--- config.mk ---
export PLATFORM = sky130hd
export DESIGN_NAME = ocp_hiccup_ctrl
export DESIGN_NICKNAME = d
export VERILOG_FILES = /design/src/rtl/ocp_hiccup_pkg.sv /design/src/rtl/ocp_persist_cnt.sv /design/src/rtl/ocp_wait_timer.sv /design/src/rtl/ocp_trip_eval.sv /design/src/rtl/ocp_hiccup_ctrl.sv
export SDC_FILE = /design/constraint.sdc
export NUM_CORES = 1
export LEC_CHECK = 0
export BUFFER_PORTS_ARGS = -buffer_cell sky130_fd_sc_hd__buf_2
export CAP_MARGIN = 20
export CORE_MARGIN = 3
export CORE_UTILIZATION = 49
export DETAILED_ROUTE_END_ITERATION = 6
export PLACE_DENSITY = 0.68
export SLEW_MARGIN = 0
export SYNTH_ARGS = -nofsm -noshare
export SYNTH_HDL_FRONTEND = slang
export SYNTH_SLANG_ARGS = --single-unit
export TNS_END_PERCENT = 20
--- constraint.sdc ---
create_clock -name clk -period 1.9 [get_ports clk]
set_clock_uncertainty 0.05 [all_clocks]
set_input_delay 0 -clock clk [delete_from_list [all_inputs] [get_ports clk]]
set_output_delay 0 -clock clk [all_outputs]
set_load 0.05 [all_outputs]
--- src/rtl/ocp_hiccup_pkg.sv ---
package ocp_hiccup_pkg;
    typedef enum logic [1:0] {
        ST_IDLE = 2'd0,
        ST_RUN  = 2'd1,
        ST_WAIT = 2'd2,
        ST_SOFT = 2'd3
    } ocp_state_e;
endpackage

--- src/rtl/ocp_persist_cnt.sv ---
module ocp_persist_cnt #(
    parameter int PERSIST_CYC = 7
) (
    input  logic clk,
    input  logic rst_n,
    input  logic clr,
    input  logic active,
    input  logic tick,
    input  logic flag,
    output logic hit
);
    localparam int CW = (PERSIST_CYC > 1) ? $clog2(PERSIST_CYC) : 1;
    localparam logic [CW-1:0] LAST = CW'(PERSIST_CYC - 1);

    logic [CW-1:0] cnt_q;

    assign hit = active && tick && flag && (cnt_q == LAST);

    always_ff @(posedge clk or negedge rst_n) begin
        if (!rst_n) begin
            cnt_q <= '0;
        end else if (clr) begin
            cnt_q <= '0;
        end else if (active && tick) begin
            if (!flag) begin
                cnt_q <= '0;
            end else if (cnt_q != LAST) begin
                cnt_q <= cnt_q + 1'b1;
            end
        end
    end


    persist_range_chk: assert property (@(posedge clk) disable iff (!rst_n)
        cnt_q <= LAST);


    persist_clear_chk: assert property (@(posedge clk) disable iff (!rst_n)
        (active && tick && !flag && !clr) |=> (cnt_q == '0));
endmodule

--- src/rtl/ocp_wait_timer.sv ---
module ocp_wait_timer #(
    parameter int WAIT_CYC = 4096
) (
    input  logic clk,
    input  logic rst_n,
    input  logic run,
    input  logic tick,
    output logic done
);
    localparam int TW = (WAIT_CYC > 1) ? $clog2(WAIT_CYC) : 1;
    localparam logic [TW-1:0] LAST = TW'(WAIT_CYC - 1);

    logic [TW-1:0] cnt_q;

    assign done = run && tick && (cnt_q == LAST);

    always_ff @(posedge clk or negedge rst_n) begin
        if (!rst_n) begin
            cnt_q <= '0;
        end else if (!run || done) begin
            cnt_q <= '0;
        end else if (tick) begin
            cnt_q <= cnt_q + 1'b1;
        end
    end


    no_overflow_chk: assert property (@(posedge clk) disable iff (!rst_n)
        cnt_q <= LAST);


    wait_idle_chk: assert property (@(posedge clk) disable iff (!rst_n)
        !run |=> (cnt_q == '0));
endmodule

--- src/rtl/ocp_trip_eval.sv ---
module ocp_trip_eval #(
    parameter int NUM_CH = 2
) (
    input  logic              active,
    input  logic [NUM_CH-1:0] flags,
    input  logic [NUM_CH-1:0] hits,
    output logic              trip
);
    logic all_hi;
    logic any_hit;

    always_comb begin
        all_hi  = &flags;
        any_hit = |hits;
        trip    = active && (all_hi || any_hit);
    end
endmodule

--- src/rtl/ocp_hiccup_ctrl.sv ---
module ocp_hiccup_ctrl
    import ocp_hiccup_pkg::*;
#(
    parameter int NUM_CH      = 2,
    parameter int PERSIST_CYC = 7,
    parameter int WAIT_CYC    = 4096
) (
    input  logic              clk,
    input  logic              rst_n,
    input  logic              en,
    input  logic              cyc_tick,
    input  logic [NUM_CH-1:0] oc_flags,
    input  logic              ss_done,
    input  logic              ss_fail,
    output logic              drv_off,
    output logic              ss_req,
    output logic              fault
);
    ocp_state_e        state_q;
    ocp_state_e        state_n;
    logic              monitor;
    logic              trip;
    logic              wait_done;
    logic              cnt_clr;
    logic [NUM_CH-1:0] hits;

    assign monitor = (state_q == ST_RUN) || (state_q == ST_SOFT);
    assign cnt_clr = !monitor || (state_n != state_q);

    for (genvar c = 0; c < NUM_CH; c++) begin : g_ch
        ocp_persist_cnt #(.PERSIST_CYC(PERSIST_CYC)) u_persist (
            .clk    (clk),
            .rst_n  (rst_n),
            .clr    (cnt_clr),
            .active (monitor),
            .tick   (cyc_tick),
            .flag   (oc_flags[c]),
            .hit    (hits[c])
        );
    end

    ocp_trip_eval #(.NUM_CH(NUM_CH)) u_trip (
        .active (monitor),
        .flags  (oc_flags),
        .hits   (hits),
        .trip   (trip)
    );

    ocp_wait_timer #(.WAIT_CYC(WAIT_CYC)) u_timer (
        .clk   (clk),
        .rst_n (rst_n),
        .run   (state_q == ST_WAIT),
        .tick  (cyc_tick),
        .done  (wait_done)
    );

    always_comb begin
        state_n = state_q;
        unique case (state_q)
            ST_IDLE: if (en) state_n = ST_RUN;
            ST_RUN: begin
                if (!en)       state_n = ST_IDLE;
                else if (trip) state_n = ST_WAIT;
            end
            ST_WAIT: begin
                if (!en)            state_n = ST_IDLE;
                else if (wait_done) state_n = ST_SOFT;
            end
            ST_SOFT: begin
                if (!en)                  state_n = ST_IDLE;
                else if (trip || ss_fail) state_n = ST_WAIT;
                else if (ss_done)         state_n = ST_RUN;
            end
            default: state_n = ST_IDLE;
        endcase
    end

    always_ff @(posedge clk or negedge rst_n) begin
        if (!rst_n) state_q <= ST_IDLE;
        else        state_q <= state_n;
    end

    always_comb begin
        drv_off = 1'b1;
        ss_req  = 1'b0;
        fault   = 1'b0;
        unique case (state_q)
            ST_IDLE: begin drv_off = 1'b1; ss_req = 1'b0; fault = 1'b0; end
            ST_RUN:  begin drv_off = 1'b0; ss_req = 1'b0; fault = 1'b0; end
            ST_WAIT: begin drv_off = 1'b1; ss_req = 1'b0; fault = 1'b1; end
            ST_SOFT: begin drv_off = 1'b0; ss_req = 1'b1; fault = 1'b1; end
            default: begin drv_off = 1'b1; ss_req = 1'b0; fault = 1'b0; end
        endcase
    end


    dual_trip_chk: assert property (@(posedge clk) disable iff (!rst_n)
        (monitor && en && (&oc_flags)) |=> (drv_off && fault && !ss_req));


    fail_retry_chk: assert property (@(posedge clk) disable iff (!rst_n)
        (state_q == ST_SOFT && en && ss_fail) |=> (state_q == ST_WAIT));


    disable_chk: assert property (@(posedge clk) disable iff (!rst_n)
        !en |=> (drv_off && !fault && !ss_req));


    fault_release_chk: assert property (@(posedge clk) disable iff (!rst_n)
        $fell(fault) |-> (!$past(en) || ($past(ss_req) && $past(ss_done))));


    exclusive_out_chk: assert property (@(posedge clk) disable iff (!rst_n)
        !(drv_off && ss_req));
endmodule

Yosys cells after proc, flatten, opt, wreduce, memory -nomap -nowiden --
Cells that the tools add are included.
Word-level totals: register bits after elaboration 20, output and inout bits 3, word-level logic and storage cells 67, input port bits 8
Operators by class: muxes and demuxes 22, reduce and logical (&&, ||, !) cells 27, $add $sub $neg 3, eq/ne operators 11
Operators with widths (count):
- $mux W12 | 2
- $mux W3 | 8
- $mux W2 | 8
- $add A12 B1 Y12 const B | 1
- $eq A12 B12 Y1 const B | 1
- $reduce_or A2 Y1 | 5
- $logic_and A1 B1 Y1 | 8
- $pmux W2 S4 | 1
- $add A3 B1 Y3 const B | 2
- $eq A3 B3 Y1 const B | 2
- $ne A3 B1 Y1 const B | 2
- $ne A3 B3 Y1 const B | 2
- $pmux W1 S2 | 3
- $reduce_and A2 Y1 | 3
- $logic_or A1 B1 Y1 | 5
- $eq A2 B2 Y1 const B | 2
- $reduce_bool A2 Y1 | 2
- $reduce_or A3 Y1 | 1
- $eq A2 B1 Y1 const B | 1
- $logic_not A1 Y1 | 2
- $logic_not A2 Y1 | 1
- $ne A2 B2 Y1 | 1

Logic depth before layout (Yosys ltp) --
depth after elaboration 16, mapped depth 6, depth with buffers taken out 6

Hierarchy --
From an unflattened synthesis, not the netlist that was laid out.
Second synthesis, totals: cells, all modules 132, area, all modules 1239.9 µm²
By module, submodules not included:
- ocp_wait_timer | area an instance 660.6 µm², cells an instance 67, sequential area each 300.3 µm², instances 1
- ocp_persist_cnt | area an instance 197.7 µm², cells an instance 23, sequential area each 75.1 µm², instances 2
- ocp_hiccup_ctrl | area an instance 170.2 µm², cells an instance 17, sequential area each 50.0 µm², instances 1
- ocp_trip_eval | area an instance 13.8 µm², cells an instance 2, sequential area each 0.0 µm², instances 1

Least setup slack after synthesis --
No wires, ideal clock.
path type reg2reg, from register g_ch[1].u_persist.cnt_q[0], to register g_ch[0].u_persist.cnt_q[2], clock period less this slack 1.506 ns, data required time 1.763 ns, cell stages (with the launch flop) 7, arrival time 1.369 ns, path slack 0.394 ns, buffers on the path 0, setup time 0.087 ns, path through dfrtp_1 -> inv_1 -> ha_1 -> a31oi_1 -> a2bb2oi_1 -> nand4_1 -> nor3_1
On the way: word-level cells in the longest chain between the ends 13, elaborated cells between the ends (all ways) 17, classes of those cells eq/ne (3); mux (6); reduce/logical (8)
RTL lines:
- from (decl) | line ocp_persist_cnt.sv:15 | logic [CW-1:0] cnt_q;
- from (signal assigned) | line ocp_persist_cnt.sv:28 | cnt_q <= cnt_q + 1'b1;
- $eq A3 B3 Y1 (*) | line ocp_persist_cnt.sv:17 | assign hit = active && tick && flag && (cnt_q == LAST);
- $logic_and A1 B1 Y1 (*) | line ocp_persist_cnt.sv:17
- $reduce_or A2 Y1 (*) | line ocp_trip_eval.sv:14 | any_hit = |hits;
- $logic_or A1 B1 Y1 (*) | line ocp_trip_eval.sv:15 | trip = active && (all_hi || any_hit);
- $logic_and A1 B1 Y1 (*) | line ocp_trip_eval.sv:15
- $logic_or A1 B1 Y1 | line ocp_hiccup_ctrl.sv:71 | else if (trip || ss_fail) state_n = ST_WAIT;
- $mux W2 | line ocp_hiccup_ctrl.sv:71
- $mux W2 | line ocp_hiccup_ctrl.sv:70 | if (!en) state_n = ST_IDLE;
- $pmux W2 S4 (*) | line ocp_hiccup_ctrl.sv:59 | unique case (state_q)
- $ne A2 B2 Y1 (*) | line ocp_hiccup_ctrl.sv:28 | assign cnt_clr = !monitor || (state_n != state_q);
- $logic_or A1 B1 Y1 (*) | line ocp_hiccup_ctrl.sv:28
- $ne A3 B1 Y1 (no line) or $reduce_bool A2 Y1 (tied branches)
- $reduce_and A2 Y1 (no line)
- to (signal assigned) | line ocp_persist_cnt.sv:28
- to (decl) | line ocp_persist_cnt.sv:15
Mark *: on every way between the ends. The rest lies on a longest branch, timed or not. A chain may end at the register's enable or synchronous reset.

Final worst setup path --
Ends and elaborated chain as after synthesis.

==> results.txt <==
----------------------------------------------------
[Outcome]
  Outcome ... finished clean

[STA]
  Setup tns final ... 0 ns
  # setup viols final ... 0
  Total count of hold-check failures in the final report ... 0
  Setup repair after global routing missed its margin ... no
  Slew headroom ... 69.07%
  Final count of pins violating max slew ... 0
  Highest attainable clock frequency ... 0.5856 GHz
  Measured slew at the worst slew-check pin ... 0.4639 ns
  Min Clock Period, post-route ... 1.708 ns
  Ratio of final minimum period to clock period ... 89.88%

[Power and ir drop]
  Worst vdd ir ... 0.0003051 V
  Leakage component of the power ... 0.5445 nW
  Power per standard cell area ... 543.5 nW/um^2

[Yosys]
  Most numerous cell in the Yosys netlist ... dfrtp_1
  Register bit total from synthesis ... 20
  Number of instances in the synthesized netlist ... 122
  Post-Syn Area ... 1146 um^2
  Synth Area in XOR/XNOR ... 7.642%
  Largest family of logic cells by synthesized area ... simple AND/OR/NAND/NOR gates
  Synthesized area divided by synthesized cell count ... 9.394 um^2
  Cell types with the highest counts after synthesis ... 20 x dfrtp_1, 13 x nor2_1, 12 x nand2_1
  Synth unique cells ... 33
  Ranking of synthesized cells by area ... dfrtp_1 44%, ha_1 5.5%, nor2_1 4.3%, nand2_1 3.9%, xnor2_1 3.8%
  Number of flops mapped to enable cells by yosys ... 0
  Simple-gate share of the synthesized area ... 29.69%
  Post-Synthesis Net Count ... 135
  Count of yosys warnings during synthesis ... 0
  Dominant cell type by area after synthesis ... dfrtp_1
  Synth Area in Compound Gates ... 10.59%
  Sequential fraction of the synthesis area ... 43.67%
  Mux contribution to synthesized area ... 0%
  Synth top area share ... 43.67%
  Fraction of synthesis flops using an asynchronous set or reset pin ... 100.0%
  Most common flop cell mapped by yosys ... dfrtp_1
  Area share of fa/ha/maj cells after synthesis ... 5.459%

[Worst setup path]
  Crit path capture type ... register
  Cell family contributing the most delay on the critical path ... compound AO/OA/AOI/OAI gates
  Cell type of the slowest stage on the worst timing path ... dfrtp_1
  Arrival time of the worst setup path ... 1.86 ns
  Worst-path maximum fanout ... 4
  Required time at the worst-slack endpoint ... 2.06 ns
  Critical path cell sequence ... inv_1 > ha_1 > a31oi_1 > a2bb2oi_1 > nand4_1 > buf_4 > nor3_1
  Critical R2R Capture ... g_ch[0].u_persist.cnt_q[2]
  R2R Setup Slk ... 0.19 ns
  Origin of the critical flop-to-flop path ... g_ch[1].u_persist.cnt_q[0]
  Buffers and inverters on the worst path ... 2
  Biggest cell delay along the critical path ... 0.40 ns
  FF-to-FF path depth ... 7
  Kind of start point of the critical path ... register
  Category of the critical setup timing path ... register to register

[Clock network]
  Clock transition at the register clock pins on the worst setup and hold paths after CTS ... 0.11 ns
  Clock buffers created by TritonCTS ... 3
  Buffer depth of the longest clock path ... 2
  Later-pin clock latency in the skew report ... 0.29 ns
  CTS resizes ... 0
  TritonCTS Sinks ... 20
  CTS HTree Levels ... 1
  Clock tree from TritonCTS ... built
  Clock tree root driver cell ... clkbuf_4

[Global route]
  Pin count of the biggest net entering global routing ... 21
  Number of antenna violations at the first check in global routing ... 0
  First-pass GRT wire length ... 3.988 mm
  Overflow after GRT ... 0
  Global Route Usage Sum ... 18.65%
  Vias in the first global route ... 922

[Cells and area]
  Number of standard cells in the layout, taps in and fillers out ... 169
  Fraction of final layout cells sized beyond drive strength 1 ... 15.49%
  Util after Layout ... 64.06%
  Layout net count ... 157
  Area growth from synthesis to final layout ... 16.38%
  Number of antenna repair diodes ... 0

[Routing]
  Length of the first detailed-routing pass in iterations ... 4
  Average via count per standard cell ... 5.781
  Post-route antenna net violation count ... 0
  Via count ... 977
  Drt first-iter violations ... 19
  Wire length per cell after detailed routing ... 14.17 um
  Residual DRC ... 0
  Total Wirelength ... 2.394 mm

[Floorplan]
  Die Footprint ... 2955 um^2
  Placeable core region ... 2082 um^2
  Num ports ... 11
  Vertical extent of the die ... 54.36 um
  Initial core utilization ... 55.05%
  Std cell rows ... 16
  Width of the die ... 54.36 um

[Hold path]
  Type of the worst min-delay path ... input port to asynchronous set/reset pin

[Placed design]
  Weighted congestion at the end of routability-driven global placement ... 0.7842
  Number of port buffers ... 10
  Final HPWL DP ... 1.670 mm
  Placed cell count ... 157

[Job]
  Max-cap viol count ... 0

----------------------------------------------------
==> layout by cell type (no fill, tap or decap), types with 5 or more instances in the layout <==
cell type	n
buf_2	10
ha_1	5
xor2_1	5
dfrtp_1	20
a21oi_1	5
nor2_1	13
nand4_1	6
dlygate4sd3_1	7
nand2_1	12
o21ai_0	5
xnor2_1	5
nand3_1	6
==> worst max-delay path by stage <==
| stage | from | endpoint | cells past startpoint |
|---|---|---|---|
| 4_1_cts | g_ch[1].u_persist.cnt_q[0] | g_ch[0].u_persist.cnt_q[2] | 6 |
| 2_1_floorplan | g_ch[1].u_persist.cnt_q[0] | g_ch[0].u_persist.cnt_q[2] | 6 |
| 3_3_place_gp | g_ch[1].u_persist.cnt_q[0] | g_ch[0].u_persist.cnt_q[2] | 6 |
| 6_report | g_ch[1].u_persist.cnt_q[0] | g_ch[0].u_persist.cnt_q[2] | 7 |
| 3_5_place_dp | g_ch[1].u_persist.cnt_q[0] | g_ch[0].u_persist.cnt_q[2] | 6 |
| 5_1_grt | g_ch[1].u_persist.cnt_q[0] | g_ch[0].u_persist.cnt_q[2] | 7 |
==> cells by family after synthesis <==
family,count (synthesis)
simple gates,60
flops,20
compound gates,19
xor+xnor,10
buf+inv,8
fa+ha+maj,5
==> state kept, by name (all words and copies together), names as in the netlist <==
register	count
g_ch.u_persist.cnt_q	6
u_timer.cnt_q	12
state_q	2
==> area by class of cell <==
cell class	instances	area, um^2
tap	27	33.78
clock buffer	3	22.52
sequential	20	500.5
multi-input combinational	94	611.8
fill	184	748.2
inverter	4	15.01
timing repair buffer	21	150.1
==> metrics by stage <==
| step | power [W] | instance area, um^2 | setup slack [ns] | hold WS (ns) |
|---|---|---|---|---|
| 6_report | 0.0007250 | 1334 | 0.1923 | 0.1295 |
| 5_1_grt | 0.0007605 | 1334 | 0.08274 | 0.1514 |
| 4_1_cts | 0.0007327 | 1319 | 0.1510 | 0.1350 |
| 3_5_place_dp | 0.0005231 | 1226 | 0.1638 | -0.06850 |
| 3_3_place_gp | 0.0005211 | 1226 | 0.2787 | -0.07659 |
| 2_1_floorplan | 0.0004912 | 1146 | 0.3937 | -0.3456 |
==> repair_timing <==
item / in CTS / in global routing
endpoints found under the setup margin: 0 / 1
hold buffers: 7 / 0
endpoints found under the hold margin: 25 / 0
buffers inserted: 0 / 2
==> report_power, final <==
group	switching (W)	total (W)	internal [W]
Combinational	0.0000572	0.0000936	0.0000364
Sequential	0.00000750	0.000437	0.000429
Clock	0.000121	0.000195	0.0000736
Total	0.000186	0.000725	0.000539
==> per-layer routing <==
metal | part of all wire [%] | global-route usage [%]
met5 | 0 | 0
met4 | 0.42 | 5.809
met3 | 4.3 | 2.452
met2 | 47 | 29.68
met1 | 48 | 26.25
Note: power is estimated with default switching activity, not from simulation.
